[src/rtl/fpla_pkg.sv]
package fpla_pkg;

   typedef enum logic [1:0] {
      PH_AND  = 2'd0,
      PH_OR   = 2'd1,
      PH_POL  = 2'd2,
      PH_DONE = 2'd3
   } fpla_phase_e;

   function automatic int fpla_idx_w(input int n);
      return (n > 1) ? $clog2(n) : 1;
   endfunction

endpackage

[src/rtl/fpla_fuse_loader.sv]
module fpla_fuse_loader
   import fpla_pkg::*;
#(
   parameter int N_IN   = 16,
   parameter int N_OUT  = 8,
   parameter int N_TERM = 48
) (
   input  logic                              clk,
   input  logic                              rst_n,
   input  logic                              fuse_valid,
   input  logic                              fuse_bit,
   output logic                              load_done,
   output logic [N_TERM-1:0][N_IN-1:0]       lit_true,
   output logic [N_TERM-1:0][N_IN-1:0]       lit_comp,
   output logic [N_TERM-1:0][N_OUT-1:0]      link,
   output logic [N_OUT-1:0]                  polarity
);

   localparam int IW = fpla_idx_w(N_IN);
   localparam int OW = fpla_idx_w(N_OUT);
   localparam int TW = fpla_idx_w(N_TERM);
   localparam logic [IW-1:0] I_LAST = IW'(N_IN - 1);
   localparam logic [OW-1:0] O_LAST = OW'(N_OUT - 1);
   localparam logic [TW-1:0] T_LAST = TW'(N_TERM - 1);

   fpla_phase_e     phase_q;
   logic [TW-1:0]   term_q;
   logic [IW-1:0]   in_q;
   logic [OW-1:0]   out_q;
   logic            lit_q;   // 0: complement fuse next, 1: true fuse next
   logic            take;

   assign take      = fuse_valid && (phase_q != PH_DONE);
   assign load_done = (phase_q == PH_DONE);

   // stream position sequencer
   always_ff @(posedge clk) begin
      if (!rst_n) begin
         phase_q <= PH_AND;
         term_q  <= '0;
         in_q    <= '0;
         out_q   <= '0;
         lit_q   <= 1'b0;
      end else if (take) begin
         unique case (phase_q)
            PH_AND: begin
               lit_q <= ~lit_q;
               if (lit_q) begin
                  if (in_q == I_LAST) begin
                     in_q    <= '0;
                     phase_q <= PH_OR;
                  end else begin
                     in_q <= in_q + 1'b1;
                  end
               end
            end
            PH_OR: begin
               if (out_q == O_LAST) begin
                  out_q <= '0;
                  if (term_q == T_LAST) begin
                     term_q  <= '0;
                     phase_q <= PH_POL;
                  end else begin
                     term_q  <= term_q + 1'b1;
                     phase_q <= PH_AND;
                  end
               end else begin
                  out_q <= out_q + 1'b1;
               end
            end
            PH_POL: begin
               if (out_q == O_LAST) begin
                  out_q   <= '0;
                  phase_q <= PH_DONE;
               end else begin
                  out_q <= out_q + 1'b1;
               end
            end
            default: ;
         endcase
      end
   end

   // fuse storage: no reset, outputs are gated until the array is loaded
   always_ff @(posedge clk) begin
      if (take) begin
         unique case (phase_q)
            PH_AND: begin
               if (lit_q) lit_true[term_q][in_q] <= fuse_bit;
               else       lit_comp[term_q][in_q] <= fuse_bit;
            end
            PH_OR:   link[term_q][out_q] <= ~fuse_bit;  // stored as connect flag
            PH_POL:  polarity[out_q]     <= fuse_bit;
            default: ;
         endcase
      end
   end


   // loaded state is sticky until reset
   done_sticky_chk : assert property (@(posedge clk) disable iff (!rst_n)
      load_done |=> load_done);


   // completion only follows an accepted bit
   done_cause_chk : assert property (@(posedge clk) disable iff (!rst_n)
      $rose(load_done) |-> $past(fuse_valid));


   // sequencer never leaves the index ranges
   index_range_chk : assert property (@(posedge clk) disable iff (!rst_n)
      (term_q <= T_LAST) && (in_q <= I_LAST) && (out_q <= O_LAST));

endmodule

[src/rtl/fpla_and_plane.sv]
module fpla_and_plane #(
   parameter int N_IN   = 16,
   parameter int N_TERM = 48
) (
   input  logic [N_IN-1:0]                 in_vec,
   input  logic [N_TERM-1:0][N_IN-1:0]     lit_true,
   input  logic [N_TERM-1:0][N_IN-1:0]     lit_comp,
   output logic [N_TERM-1:0]               active
);

   for (genvar t = 0; t < N_TERM; t++) begin : g_term
      logic [N_IN-1:0] lit_ok;
      for (genvar i = 0; i < N_IN; i++) begin : g_lit
         assign lit_ok[i] = (lit_true[t][i] | in_vec[i]) & (lit_comp[t][i] | ~in_vec[i]);
      end
      assign active[t] = &lit_ok;
   end

endmodule

[src/rtl/fpla_or_plane.sv]
module fpla_or_plane #(
   parameter int N_OUT  = 8,
   parameter int N_TERM = 48
) (
   input  logic                            enable,
   input  logic [N_TERM-1:0]               active,
   input  logic [N_TERM-1:0][N_OUT-1:0]    link,
   input  logic [N_OUT-1:0]                polarity,
   output logic [N_OUT-1:0]                out_vec
);

   for (genvar o = 0; o < N_OUT; o++) begin : g_out
      logic [N_TERM-1:0] column;
      always_comb begin
         for (int t = 0; t < N_TERM; t++) column[t] = link[t][o];
      end
      assign out_vec[o] = enable & ((|(active & column)) ^ polarity[o]);
   end

endmodule

[src/rtl/fpla_top.sv]
module fpla_top
   import fpla_pkg::*;
#(
   parameter int N_IN   = 16,
   parameter int N_OUT  = 8,
   parameter int N_TERM = 48
) (
   input  logic              clk,
   input  logic              rst_n,
   input  logic              fuse_valid,
   input  logic              fuse_bit,
   output logic              load_done,
   input  logic [N_IN-1:0]   in_vec,
   output logic [N_OUT-1:0]  out_vec
);

   if (N_IN < 1 || N_IN > 32) begin : g_bad_in
      $error("fpla_top: N_IN must lie in 1..32");
   end
   if (N_OUT < 1 || N_OUT > 32) begin : g_bad_out
      $error("fpla_top: N_OUT must lie in 1..32");
   end
   if (N_TERM < 1 || N_TERM > 512) begin : g_bad_term
      $error("fpla_top: N_TERM must lie in 1..512");
   end

   logic [N_TERM-1:0][N_IN-1:0]  lit_true;
   logic [N_TERM-1:0][N_IN-1:0]  lit_comp;
   logic [N_TERM-1:0][N_OUT-1:0] link;
   logic [N_OUT-1:0]             polarity;
   logic [N_TERM-1:0]            active;

   fpla_fuse_loader #(.N_IN(N_IN), .N_OUT(N_OUT), .N_TERM(N_TERM)) u_loader (
      .clk        (clk),
      .rst_n      (rst_n),
      .fuse_valid (fuse_valid),
      .fuse_bit   (fuse_bit),
      .load_done  (load_done),
      .lit_true   (lit_true),
      .lit_comp   (lit_comp),
      .link       (link),
      .polarity   (polarity)
   );

   fpla_and_plane #(.N_IN(N_IN), .N_TERM(N_TERM)) u_and (
      .in_vec   (in_vec),
      .lit_true (lit_true),
      .lit_comp (lit_comp),
      .active   (active)
   );

   fpla_or_plane #(.N_OUT(N_OUT), .N_TERM(N_TERM)) u_or (
      .enable   (load_done),
      .active   (active),
      .link     (link),
      .polarity (polarity),
      .out_vec  (out_vec)
   );


   idle_zero_chk : assert property (@(posedge clk) disable iff (!rst_n)
      !load_done |-> (out_vec == '0));


   hold_stable_chk : assert property (@(posedge clk) disable iff (!rst_n)
      ($past(load_done) && load_done && $stable(in_vec)) |-> $stable(out_vec));

endmodule

[config.mk]
export PLATFORM = sky130hd
export DESIGN_NAME = fpla_top
export DESIGN_NICKNAME = d
export VERILOG_FILES = /design/src/rtl/fpla_pkg.sv /design/src/rtl/fpla_fuse_loader.sv /design/src/rtl/fpla_and_plane.sv /design/src/rtl/fpla_or_plane.sv /design/src/rtl/fpla_top.sv
export SDC_FILE = /design/constraint.sdc
export NUM_CORES = 2
export LEC_CHECK = 0
export CORE_UTILIZATION = 58
export DETAILED_ROUTE_END_ITERATION = 8
export PLACE_DENSITY_LB_ADDON = 0.1
export SYNTH_ARGS = -nofsm -noshare
export SYNTH_HDL_FRONTEND = slang
export SYNTH_SLANG_ARGS = --single-unit
export TNS_END_PERCENT = 30
[constraint.sdc]
create_clock -name clk -period 13.7 [get_ports clk]
set_input_delay 3.425 -clock clk [delete_from_list [all_inputs] [get_ports clk]]
set_output_delay 3.425 -clock clk [all_outputs]
set_load 0.02 [all_outputs]
==> summary.txt <==
Status
  – Status: finished, final reports clean

Clock network
  – Max Buffers Root-to-Sink: 3
  – H-tree Lvls: 4
  – CTS tree: built
  – Total CTS buffers: 194
  – CTS root buffer: clkbuf_16
  – Cts repair resizes: 0
  – Setup repair bufs after CTS: 0
  – Worst-Skew Late Latency: 0.84 ns
  – Reg clk slew, reported paths: 0.06 ns
  – # clock sinks: 1944
  – # hold bufs at CTS: 0

Logic synthesis
  – Post-synth EDFFs: 1928
  – Post-synth top cells: nor2_1 (1938), edfxtp_1 (1928), mux2i_1 (769), clkbuf_1 (359), nor4_1 (192)
  – Most common cell in the netlist: nor2_1
  – Mapped Nets: 5939
  – Mapped Area: 80700 um^2
  – Mapped Avg Cell Area: 13.7 um^2
  – Register area share after synthesis: 72.2%
  – Fraction of registers with async set or reset after synthesis: 0%
  – Yosys warns: 0
  – Netlist cell types: 40
  – FF+latch count, synth: 1944
  – Top cell type's share of synthesized area: 71.8%
  – Main synth FF type: edfxtp_1
  – Ranking of synthesized cells by area: edfxtp_1 (72%), mux2i_1 (9.5%), nor2_1 (9.0%)
  – Syn Inst Count: 5906
  – Yosys top cell by area: edfxtp_1

Setup path
  – Crit path capture type: output port
  – Slowest CP cell: nor4_1
  – Crit path cell chain: buf_4 -> buf_4 -> mux2i_1 -> nor4_1 -> and4_1 -> a22o_1 -> a221oi_1 -> and4_1 -> nand4_1 -> nor3b_1 -> clkdlybuf4s50_1
  – Critical Path Fanout Max: 29
  – Setup Crit Path Kind: primary input to output port
  – RR Endpoint: u_loader.lit_comp[362]
  – CP Launch Type: primary input
  – FF-to-FF setup slack: 9.84 ns
  – Critical Path RT: 10.27 ns
  – WP data arrival: 8.57 ns
  – Worst R2R Path Depth: 9
  – Reg-to-Reg Start: u_loader.phase_q[0]
  – Worst path top cell family by delay: simple AND/OR/NAND/NOR gates
  – Slowest cell delay on critical path: 0.99 ns
  – Buf/Inv on CP: 3

STA
  – Max frequency: 83.4 MHz
  – Hold slack: 0.536 ns
  – Relative slew margins: 11.1%
  – Final Critical Period: 12.00 ns
  – Hold Violations, Final: 0
  – Setup TNS: 0 ns
  – RSZ-0062 raised after global routing: no
  – Setup Skew: 0.0371 ns
  – Pins Over Slew Limit: 0
  – Setup Viol. Count Final: 0
  – Worst-margin pin slew: 1.33 ns
  – Final worst-path cycle share: 87.6%
  – Setup ws final: 1.70 ns

Worst hold path
  – Min-delay src: u_loader.in_q[1]
  – Hold WC Path Type: flip-flop to flip-flop
  – Hold Crit Depth: 2
  – Worst Hold End: u_loader.in_q[1]

Global route
  – Initial antenna violation count: 4
  – Vias in the first global route: 46412
  – First-pass GRT wire length: 329000 um
  – Total GRT Usage: 33.1%
  – Congestion Overflow GR: 0
  – Pin count of the biggest net entering global routing: 273

Placed design
  – Hpwl dp: 128000 um
  – Placed cell count: 7305
  – Input/output buffers: 28
  – Placed cell areas: 81900 um^2
  – Worst slack, placed: 1.84 ns
  – Routability cong.: 0.994

Route
  – DR WL/cell: 30.4 um
  – DRT Wirelength: 233000 um
  – DRT Pass-1 Iters: 5
  – Initial DRC count: 7053
  – Drt drc: 0
  – Via count: 49379
  – Post-DR vias/cell: 6.44
  – Antenna viol nets, final: 0

Power
  – Pwr Total: 12.0 mW
  – Peak VDD IR: 0.113 mV
  – PwrDens: 137 nW/um^2
  – Pleak: 28.0 nW

Layout
  – Nets: 5740
  – Non-Filler Cell Area, Final: 88100 um^2
  – Fin util: 64.0%
  – Cell Count, Final, Fillers Out: 7662
  – Area growth syn-to-layout: 9.13%
  – Layout cells sized above 1: 7.84%

Floorplan
  – IO Count: 29
  – FP Rows: 136
  – Die Width: 375 um
  – Die height: 375 um
  – Die area: 141000 um^2
  – CORE AREA: 138000 um^2
  – Initial core utilization: 58.6%

Job
  – Max-cap violations: 0
## worst min-delay path, delay by kind of cell (launching register included)
kind             cells  cell delay [ns]
flip-flops           1             0.35
AO/OA/AOI/OAI        1             0.07
AND/OR/NAND/NOR      1             0.06
## metal layers
layer	vias to the layer above	GRT usage [%]	wire, um
met3	452	4.88	21400
met2	2579	53.8	111000
met1	25487	45.7	91200
met4	4	11.9	8860
met5	-	0	27
li1	20857	-	-
## power by group
group | leakage, nW | switching (mW) | internal (mW)
sequential | 17.5 | 0.000653 | 6.54
combinational | 7.55 | 0.231 | 0.0868
clock | 2.99 | 2.26 | 2.90
total | 28.0 | 2.50 | 9.53
## layout make-up
| cell class | count | area (um^2) |
|---|---|---|
| inverter | 17 | 71.3 |
| antenna | 2 | 5.00 |
| clock buffer | 240 | 5090 |
| fill | 10242 | 49600 |
| tap | 1794 | 2240 |
| sequential | 1944 | 58200 |
| timing repair buffer | 158 | 1360 |
| clock inverter | 115 | 1050 |
| multi-input combinational | 3392 | 20000 |
## worst max-delay path by stage
stage	to	slack, ns	cells past startpoint	from
detailed placement	out_vec[2]	1.84	11	in_vec[7]
floorplan	out_vec[3]	4.63	12	in_vec[7]
global placement	out_vec[2]	1.76	11	in_vec[7]
global route	out_vec[2]	1.81	11	in_vec[7]
finish	out_vec[2]	1.70	11	in_vec[7]
CTS	out_vec[2]	1.83	11	in_vec[7]
## state kept, by name, indices dropped and copies added (netlist names)
register / cells
u_loader.in_q: 4
u_loader.phase_q: 2
u_loader.term_q: 6
u_loader.out_q: 3
u_loader.lit_true: 768
u_loader.lit_comp: 768
u_loader.polarity: 8
u_loader.lit_q: 1
u_loader.link: 384
## layout by cell type, fill, tap and decap left out, types with 16 or more instances in the layout
cell type / synthesis / final
a221oi_1: 74 / 74
a22o_1: 76 / 76
a22oi_1: 40 / 40
and4_1: 64 / 64
buf_4: 14 / 135
clkbuf_1: 359 / 43
clkbuf_16: 0 / 197
clkinv_1: 0 / 51
clkinv_2: 0 / 35
dfxtp_1: 16 / 16
edfxtp_1: 1928 / 1928
inv_1: 17 / 16
mux2i_1: 769 / 769
nand2_1: 103 / 66
nand2_4: 0 / 26
nor2_1: 1938 / 1938
nor4_1: 192 / 191
## cells by family (layout without fill, tap and decap cells)
group | Yosys count | after routing | synth area share, %
XOR/XNOR | 5 | 5 | 0.0543
buffers and inverters | 570 | 530 | 3.43
AND/OR/NAND/NOR | 2390 | 2390 | 12.4
other | 0 | 2 | 0
flip-flops | 1944 | 1944 | 72.2
AO/OA/AOI/OAI | 215 | 215 | 2.22
adder cells (fa/ha/maj) | 13 | 13 | 0.202
multiplexers | 769 | 769 | 9.54
No activity file was read; power rests on OpenSTA's default activity.
